`src/rtl/dram_boot_pkg.sv`:
```
package dram_boot_pkg;

  localparam int WIN_ADDR_W = 12;
  localparam int WORD_IDX_W = WIN_ADDR_W - 2;
  localparam int DATA_W     = 32;

  // controller-window word indices the handshake depends on
  localparam int IDX_INIT  = 0;   // byte 0x000
  localparam int IDX_PSTAT = 4;   // byte 0x010
  localparam int IDX_RSTAT = 6;   // byte 0x018
  localparam int IDX_PCFG  = 64;  // byte 0x100

  localparam int BIT_INIT_DONE = 0;
  localparam int BIT_ACTIVE    = 0;
  localparam int BIT_RD_TMO    = 13;
  localparam int BIT_TMO_EN    = 25;
  localparam int BIT_DUAL      = 0;

  typedef enum logic [2:0] {
    WIN_NONE,
    WIN_COM,
    WIN_CTL,
    WIN_PHY,
    WIN_PROBE
  } win_e;

  typedef struct packed {
    win_e                  win;
    logic [WORD_IDX_W-1:0] idx;
    logic                  inRange;
    logic                  wrEn;
    logic                  rdReq;
    logic                  geoLoad;
    logic                  initHit;
    logic                  probeRd;
  } strobe_t;

endpackage

```
`src/rtl/dram_boot_ctrl.sv`:
```
module dram_boot_ctrl
  import dram_boot_pkg::*;
#(
  parameter int NUM_COM = 4,
  parameter int NUM_CTL = 72,
  parameter int NUM_PHY = 16
) (
  input  logic                  clk,
  input  logic                  rstN,
  input  logic                  reqValid,
  input  logic                  reqWrite,
  input  logic                  reqSelCom,
  input  logic                  reqSelCtl,
  input  logic                  reqSelPhy,
  input  logic                  reqSelProbe,
  input  logic [WIN_ADDR_W-1:0] reqAddr,
  input  logic                  wBitDual,
  output strobe_t               stb,
  output logic                  rspValid
);

  localparam logic [WORD_IDX_W-1:0] COM_LIM = WORD_IDX_W'(NUM_COM);
  localparam logic [WORD_IDX_W-1:0] CTL_LIM = WORD_IDX_W'(NUM_CTL);
  localparam logic [WORD_IDX_W-1:0] PHY_LIM = WORD_IDX_W'(NUM_PHY);

  win_e                  win;
  logic [WORD_IDX_W-1:0] idx;
  logic                  inRange;

  assign idx = reqAddr[WIN_ADDR_W-1:2];

  always_comb begin
    if (reqSelCom)        win = WIN_COM;
    else if (reqSelCtl)   win = WIN_CTL;
    else if (reqSelPhy)   win = WIN_PHY;
    else if (reqSelProbe) win = WIN_PROBE;
    else                  win = WIN_NONE;
  end

  always_comb begin
    unique case (win)
      WIN_COM: inRange = idx < COM_LIM;
      WIN_CTL: inRange = idx < CTL_LIM;
      WIN_PHY: inRange = idx < PHY_LIM;
      default: inRange = 1'b0;
    endcase
  end

  always_comb begin
    stb         = '0;
    stb.win     = win;
    stb.idx     = idx;
    stb.inRange = inRange;
    stb.wrEn    = reqValid && reqWrite && inRange;
    stb.rdReq   = reqValid && !reqWrite &&
                  (win == WIN_COM || win == WIN_CTL || win == WIN_PHY);
    stb.geoLoad = reqValid && reqWrite && win == WIN_COM &&
                  idx == '0 && !wBitDual;
    stb.initHit = reqValid && reqWrite && win == WIN_CTL &&
                  idx == WORD_IDX_W'(IDX_INIT);
    stb.probeRd = reqValid && !reqWrite && win == WIN_PROBE;
  end

  always_ff @(posedge clk or negedge rstN) begin
    if (!rstN) rspValid <= 1'b0;
    else       rspValid <= reqValid;
  end

  // at most one window per access
  a_r1_one_window: assert property (@(posedge clk) disable iff (!rstN)
    reqValid |-> $onehot0({reqSelCom, reqSelCtl, reqSelPhy, reqSelProbe}));

  // word accesses only
  a_r1_aligned: assert property (@(posedge clk) disable iff (!rstN)
    reqValid |-> reqAddr[1:0] == 2'b00);

  // response follows each access by one cycle
  a_r1_rsp_follows: assert property (@(posedge clk) disable iff (!rstN)
    reqValid |=> rspValid);

  a_r1_no_spurious_rsp: assert property (@(posedge clk) disable iff (!rstN)
    !reqValid |=> !rspValid);

endmodule

```
`src/rtl/dram_boot_bank.sv`:
```
module dram_boot_bank
  import dram_boot_pkg::*;
#(
  parameter int NUM = 4
) (
  input  logic                  clk,
  input  logic                  rstN,
  input  logic                  wrEn,
  input  logic [WORD_IDX_W-1:0] idx,
  input  logic [DATA_W-1:0]     wdata,
  output logic [DATA_W-1:0]     rdWord
);

  logic [DATA_W-1:0] regs [NUM];

  always_ff @(posedge clk or negedge rstN) begin
    if (!rstN) begin
      for (int i = 0; i < NUM; i++) regs[i] <= '0;
    end else begin
      for (int i = 0; i < NUM; i++) begin
        if (wrEn && idx == WORD_IDX_W'(i)) regs[i] <= wdata;
      end
    end
  end

  always_comb begin
    rdWord = '0;
    for (int i = 0; i < NUM; i++) begin
      if (idx == WORD_IDX_W'(i)) rdWord = regs[i];
    end
  end

endmodule

```
`src/rtl/dram_boot_datapath.sv`:
```
module dram_boot_datapath
  import dram_boot_pkg::*;
#(
  parameter int NUM_COM = 4,
  parameter int NUM_CTL = 72,
  parameter int NUM_PHY = 16
) (
  input  logic              clk,
  input  logic              rstN,
  input  strobe_t           stb,
  input  logic [DATA_W-1:0] wdata,
  output logic [DATA_W-1:0] rspRdata,
  output logic [4:0]        geoRowBits,
  output logic [1:0]        geoBankBits,
  output logic [4:0]        geoColBits,
  output logic              geoUpdate
);

  logic              comWr, phyWr, ctlWr;
  logic [DATA_W-1:0] comRd, phyRd, ctlRd;
  logic [DATA_W-1:0] ctlRegs [NUM_CTL];

  assign comWr = stb.wrEn && stb.win == WIN_COM;
  assign ctlWr = stb.wrEn && stb.win == WIN_CTL;
  assign phyWr = stb.wrEn && stb.win == WIN_PHY;

  dram_boot_bank #(.NUM(NUM_COM)) u_com (
    .clk(clk), .rstN(rstN), .wrEn(comWr), .idx(stb.idx),
    .wdata(wdata), .rdWord(comRd));

  dram_boot_bank #(.NUM(NUM_PHY)) u_phy (
    .clk(clk), .rstN(rstN), .wrEn(phyWr), .idx(stb.idx),
    .wdata(wdata), .rdWord(phyRd));

  // controller window: plain storage plus hardware-set status bits
  always_ff @(posedge clk or negedge rstN) begin
    if (!rstN) begin
      for (int i = 0; i < NUM_CTL; i++) ctlRegs[i] <= '0;
    end else begin
      for (int i = 0; i < NUM_CTL; i++) begin
        if (ctlWr && stb.idx == WORD_IDX_W'(i)) ctlRegs[i] <= wdata;
      end
      if (stb.initHit) begin
        ctlRegs[IDX_PSTAT][BIT_INIT_DONE] <= 1'b1;
        ctlRegs[IDX_RSTAT][BIT_ACTIVE]    <= 1'b1;
      end
      if (stb.probeRd && ctlRegs[IDX_PCFG][BIT_TMO_EN])
        ctlRegs[IDX_PSTAT][BIT_RD_TMO] <= 1'b1;
    end
  end

  always_comb begin
    ctlRd = '0;
    for (int i = 0; i < NUM_CTL; i++) begin
      if (stb.idx == WORD_IDX_W'(i)) ctlRd = ctlRegs[i];
    end
  end

  always_ff @(posedge clk or negedge rstN) begin
    if (!rstN) begin
      rspRdata <= '0;
    end else begin
      rspRdata <= '0;
      if (stb.rdReq && stb.inRange) begin
        unique case (stb.win)
          WIN_COM: rspRdata <= comRd;
          WIN_CTL: rspRdata <= ctlRd;
          WIN_PHY: rspRdata <= phyRd;
          default: rspRdata <= '0;
        endcase
      end
    end
  end

  // geometry decode from the common control word
  always_ff @(posedge clk or negedge rstN) begin
    if (!rstN) begin
      geoRowBits  <= '0;
      geoBankBits <= '0;
      geoColBits  <= '0;
      geoUpdate   <= 1'b0;
    end else begin
      geoUpdate <= stb.geoLoad;
      if (stb.geoLoad) begin
        geoRowBits  <= {1'b0, wdata[7:4]} + 5'd1;
        geoBankBits <= {1'b0, wdata[2]} + 2'd2;
        geoColBits  <= {1'b0, wdata[11:8]} + 5'd3;
      end
    end
  end

  // strobe follows a single-rank control write
  a_r2_geo_pulse: assert property (@(posedge clk) disable iff (!rstN)
    stb.geoLoad |=> geoUpdate);

  // no load, no change
  a_r4_geo_hold: assert property (@(posedge clk) disable iff (!rstN)
    !stb.geoLoad |=> !geoUpdate && $stable(geoRowBits) &&
                     $stable(geoBankBits) && $stable(geoColBits));

  // init command raises both completion flags
  a_r5_init_flags: assert property (@(posedge clk) disable iff (!rstN)
    stb.initHit |=> ctlRegs[IDX_PSTAT][BIT_INIT_DONE] &&
                    ctlRegs[IDX_RSTAT][BIT_ACTIVE]);

  // enabled probe raises the timeout flag
  a_r6_timeout_flag: assert property (@(posedge clk) disable iff (!rstN)
    stb.probeRd && ctlRegs[IDX_PCFG][BIT_TMO_EN] |=>
      ctlRegs[IDX_PSTAT][BIT_RD_TMO]);

  // probe reads return zero
  a_r6_probe_zero: assert property (@(posedge clk) disable iff (!rstN)
    stb.probeRd |=> rspRdata == '0);

  // init-done stays until a direct write to PHY status
  a_r7_init_sticky: assert property (@(posedge clk) disable iff (!rstN)
    ctlRegs[IDX_PSTAT][BIT_INIT_DONE] &&
    !(ctlWr && stb.idx == WORD_IDX_W'(IDX_PSTAT)) |=>
      ctlRegs[IDX_PSTAT][BIT_INIT_DONE]);

  // out-of-range reads return zero
  a_r9_oor_zero: assert property (@(posedge clk) disable iff (!rstN)
    stb.rdReq && !stb.inRange |=> rspRdata == '0);

endmodule

```
`src/rtl/dram_boot_regs.sv`:
```
module dram_boot_regs
  import dram_boot_pkg::*;
#(
  parameter int NUM_COM = 4,
  parameter int NUM_CTL = 72,
  parameter int NUM_PHY = 16
) (
  input  logic                  clk,
  input  logic                  rstN,
  input  logic                  reqValid,
  output logic                  reqReady,
  input  logic                  reqWrite,
  input  logic                  reqSelCom,
  input  logic                  reqSelCtl,
  input  logic                  reqSelPhy,
  input  logic                  reqSelProbe,
  input  logic [WIN_ADDR_W-1:0] reqAddr,
  input  logic [DATA_W-1:0]     reqWdata,
  output logic                  rspValid,
  output logic [DATA_W-1:0]     rspRdata,
  output logic [4:0]            geoRowBits,
  output logic [1:0]            geoBankBits,
  output logic [4:0]            geoColBits,
  output logic                  geoUpdate
);

  strobe_t stb;

  assign reqReady = 1'b1;

  dram_boot_ctrl #(.NUM_COM(NUM_COM), .NUM_CTL(NUM_CTL), .NUM_PHY(NUM_PHY)) u_ctrl (
    .clk(clk), .rstN(rstN), .reqValid(reqValid), .reqWrite(reqWrite),
    .reqSelCom(reqSelCom), .reqSelCtl(reqSelCtl), .reqSelPhy(reqSelPhy),
    .reqSelProbe(reqSelProbe), .reqAddr(reqAddr),
    .wBitDual(reqWdata[BIT_DUAL]), .stb(stb), .rspValid(rspValid));

  dram_boot_datapath #(.NUM_COM(NUM_COM), .NUM_CTL(NUM_CTL), .NUM_PHY(NUM_PHY)) u_dp (
    .clk(clk), .rstN(rstN), .stb(stb), .wdata(reqWdata),
    .rspRdata(rspRdata), .geoRowBits(geoRowBits), .geoBankBits(geoBankBits),
    .geoColBits(geoColBits), .geoUpdate(geoUpdate));

endmodule

```
`config.mk`:
```
export PLATFORM = sky130hd
export DESIGN_NAME = dram_boot_regs
export DESIGN_NICKNAME = d
export VERILOG_FILES = /design/src/rtl/dram_boot_pkg.sv /design/src/rtl/dram_boot_ctrl.sv /design/src/rtl/dram_boot_bank.sv /design/src/rtl/dram_boot_datapath.sv /design/src/rtl/dram_boot_regs.sv
export SDC_FILE = /design/constraint.sdc
export NUM_CORES = 2
export LEC_CHECK = 0
export BUFFER_PORTS_ARGS = -buffer_cell sky130_fd_sc_hd__buf_2
export CORE_MARGIN = 1
export CORE_UTILIZATION = 27
export DETAILED_ROUTE_END_ITERATION = 6
export PLACE_DENSITY = 0.48
export SLEW_MARGIN = 20
export SYNTH_ARGS = -nofsm -noshare
export SYNTH_HDL_FRONTEND = slang
export SYNTH_SLANG_ARGS = --single-unit
```
`constraint.sdc`:
```
create_clock -name clk -period 2.7 [get_ports clk]
set_input_delay 0.135 -clock clk [delete_from_list [all_inputs] [get_ports clk]]
set_output_delay 0.135 -clock clk [all_outputs]
set_load 0.1 [all_outputs]
```
==> flow_summary_export.csv <==
group,metric,value,unit
setup_path,cp-end-kind,"flop",
floorplan,die_x,714,um
logic_synthesis,avgSynthCellArea,12.9,sq um
clock_tree,cts_buffer_depth,4,
setup_path,reg2reg_slack,-0.32,ns
cells_and_area,nets,12400,
drt,dr_total_vias,107000,
setup_path,r2r_start,"u_dp.ctlRegs[2181]",
floorplan,rows,261,
logic_synthesis,synth_edf_count,0,
worst_hold_path,min_to,"u_dp.u_com.regs[104]",
clock_tree,numCtsBuffers,348,
setup_path,required,3.55,ns
power_and_ir_drop,ir_drop,0.506,mV
global_routing,grt_max_degree,165,
logic_synthesis,synthesis.nets,10700,
sta,post-route-period-util,112,%
cells_and_area,areaGrowthSynthToFinish,30.4,%
drt,drt-total-wl,658,mm
logic_synthesis,synth_top_cells_by_area,"dfrtp_1 (55%), mux2_2 (23%), a22oi_1 (2.6%), o21ai_0 (1.5%), a221oi_1 (1.4%)",
logic_synthesis,synth_ff_type,"dfrtp_1",
global_routing,grt_pass1_wl,907,mm
sta,fmax,331,MHz
floorplan,die_area,0.510,sq mm
worst_hold_path,min_from,"reqSelCom",
sta,fin_worst_skew,0.0862,ns
power_and_ir_drop,leakage,84.7,nW
logic_synthesis,synth_area,0.137,sq mm
cells_and_area,final_util,35.3,%
setup_path,worst-path-max-fanout,2,
setup_path,reg2reg_depth,12,
cells_and_area,fin_area,0.179,sq mm
outcome,violations,"design-rule violations, negative setup slack",
logic_synthesis,ys_ff_latch,2990,
logic_synthesis,seq_area_frac_synth,54.6,%
setup_path,crit_type,"reg2reg",
power_and_ir_drop,power-per-cell-area,552,mW/mm^2
sta,hold_viol,0,
global_routing,grt_use_total,25.1,%
place,io_buffer_count,95,
place,dp_hpwl,469,mm
logic_synthesis,ys.warnings.count,0,
clock_tree,htreeDepth,5,
clock_tree,clock-sinks,2990,
sta,drv_slew,0,
sta,setup_viol,19,
setup_path,r2r-end,"u_dp.rspRdata[5]",
logic_synthesis,synth_top_area_share,54.6,%
place,place_area,0.163,sq mm
drt,wl_per_cell,34.1,um
clock_tree,clockRootBuffer,"clkbuf_16",
outcome,status,"finished with violations",
logic_synthesis,yosys.area.top_type,"dfrtp_1",
logic_synthesis,ys_types,110,
logic_synthesis,async_flop_share,100,%
sta,finalWorstSetupSlack,-0.321,ns
floorplan,initial_utilization,27.1,%
global_routing,grt_pass1_vias,106000,
job,cap_violations,0,
sta,rsz0062_at_grt,"true",
cells_and_area,drive_above_1_share,49.6,%
global_routing,grt-ovfl-total,0,
global_routing,antenna_found_initial,68,
drt,first_pass_iters,7,
drt,drc,13,
setup_path,arrival,3.87,ns
floorplan,core_area,0.505,sq mm
drt,viasPerCell,5.55,
drt,drtIter0Drc,13900,
floorplan,num_io_pins,99,
setup_path,worst_setup_path_start_kind,"flop",
sta,timing.slew.headroom,12.9,%
sta,final.min_clock_period,3.02,ns
clock_tree,cts_tree,"built",
clock_tree,path_clk_slew,0.06,ns
worst_hold_path,whs_path_depth,5,
place,gp_congestion,0.967,
place,place_ws,-2.33,ns
drt,antenna_left,0,
floorplan,die_h,714,um
worst_hold_path,min_path_type,"in2reg",
clock_tree,clock_latency,1.00,ns
sta,worst_slew_pin_slew,1.29,ns
logic_synthesis,syn_inst,10600,
timing repair:
| item | CTS | global route |
|---|---|---|
| hold buffers | 47 | 1 |
| pin swaps | 114 | 141 |
| gates cloned | 0 | 2 |
| hold endpoints to repair | 3953 | 1 |
| endpoints found under the setup margin | 32 | 128 |
| buffers inserted | 34 | 38 |
| gates resized for setup | 310 | 197 |
state kept, by name (all words and copies together), names as in the netlist:
name / flops
u_dp.geoColBits: 5
u_dp.rspRdata: 32
u_dp.u_com.regs: 128
u_dp.ctlRegs: 2304
u_dp.geoUpdate: 1
u_dp.geoBankBits: 2
u_ctrl.rspValid: 1
u_dp.geoRowBits: 5
u_dp.u_phy.regs: 512
final cells by class:
type / instances / area, sq um
Antenna cell: 17 / 42.5
Clock buffer: 519 / 10300
Clock inverter: 103 / 1410
Fill cell: 49500 / 327000
Inverter: 16 / 60.1
Multi-Input combinational cell: 6562 / 60000
Sequential cell: 2990 / 74800
Tap cell: 6706 / 8390
Timing Repair Buffer: 2393 / 23500
worst max-delay path, cell delays in order (launching register included):
cell and delay, ns:
dfrtp_1 0.37, mux4_2 0.53, nand3_2 0.09, o31a_1 0.21, o22ai_2 0.15, o21ai_1 0.12
a31oi_2 0.14, buf_6 0.17, o211ai_1 0.45, buf_4 0.20, and4_4 0.21, buf_12 0.14
o211ai_1 0.10
stage by stage:
stage / std cells / hold WS (ns) / total power [W] / setup TNS [ns]
3_5_place_dp: 18600 / 0.0753 / 0.0501 / -2171.84
6_report: 19300 / 0.0110 / 0.0985 / -2.06
2_1_floorplan: 10600 / -0.161 / 0.0467 / 0
5_1_grt: 19300 / 0.00775 / 0.101 / -1.82
3_3_place_gp: 18600 / 0.0765 / 0.0502 / -2161.04
4_1_cts: 19300 / 0.00775 / 0.0989 / -1.18
kinds of logic after synthesis:
kind of cell,after synthesis,share of synthesized area (%)
buffers and inverters,1071,3.84
XOR/XNOR,4,0.0256
adder cells (fa/ha/maj),2,0.0183
multiplexers,3003,24.7
AO/OA/AOI/OAI,2271,11.7
other,1,0.00274
flip-flops,2990,54.6
AND/OR/NAND/NOR,1281,5.04
worst max path at each step:
| stage | from | end | slack [ns] |
|---|---|---|---|
| after floorplan | reqAddr[8] | u_dp.ctlRegs[2082] | 0.08 |
| after global placement | reqAddr[10] | u_dp.rspRdata[28] | -2.62 |
| after detailed placement | reqAddr[5] | u_dp.rspRdata[19] | -2.33 |
| after CTS | u_dp.ctlRegs[2181] | u_dp.rspRdata[5] | -0.32 |
| after global routing | u_dp.ctlRegs[2212] | u_dp.rspRdata[4] | -0.33 |
| final | u_dp.ctlRegs[2181] | u_dp.rspRdata[5] | -0.32 |
cell usage after synthesis, types with 15 or more instances:
| master | count |
|---|---|
| a211o_1 | 17 |
| a2111oi_0 | 29 |
| nor4_1 | 29 |
| a222oi_1 | 94 |
| o221ai_1 | 55 |
| nor2_1 | 344 |
| mux2_2 | 2811 |
| a31oi_1 | 55 |
| buf_1 | 28 |
| a221oi_1 | 222 |
| a211oi_1 | 47 |
| o211ai_1 | 59 |
| or3_1 | 18 |
| mux2_1 | 145 |
| nand4_1 | 32 |
| nand2_1 | 335 |
| o2111ai_1 | 27 |
| a21oi_1 | 373 |
| a21o_1 | 18 |
| o22ai_1 | 88 |
| nand2b_1 | 15 |
| o31ai_1 | 18 |
| a22oi_1 | 474 |
| o2bb2ai_1 | 16 |
| nand3_1 | 145 |
| a221o_1 | 65 |
| o21a_1 | 17 |
| nor2_4 | 42 |
| a22o_1 | 55 |
| clkbuf_1 | 477 |
| o21ai_0 | 414 |
| nor2_2 | 32 |
| mux2i_1 | 40 |
| and3_1 | 28 |
| nor3_2 | 55 |
| buf_2 | 346 |
| inv_1 | 16 |
| dfrtp_1 | 2990 |
| nor3_1 | 83 |
| buf_4 | 194 |
routing by layer:
metal	share of wire, %	GRT usage (%)	vias to the layer above
li1	-	-	43100
met1	42	34.3	57600
met2	44	38.0	5219
met3	8.6	5.54	1270
met4	5.4	11.4	18
met5	0.018	0	-
where the power goes:
| part | leakage, nW | switching [W] | internal [W] |
|---|---|---|---|
| clock network | 5.73 | 0.0206 | 0.0283 |
| registers | 41.7 | 0.00000395 | 0.0448 |
| logic | 37.3 | 0.00361 | 0.00112 |
placed cells by master, fill, tap and decap left out, types with 101 or more instances in the layout:
master / instances
mux2_1: 145
dfrtp_1: 2983
mux2_2: 2810
a21oi_1: 333
a221oi_1: 202
o21ai_0: 367
buf_12: 419
nand3_1: 139
nand2_1: 318
nor2_4: 101
nor2_1: 310
a22oi_1: 456
buf_4: 1816
clkbuf_16: 355
Power figures use the tool's default switching activity.
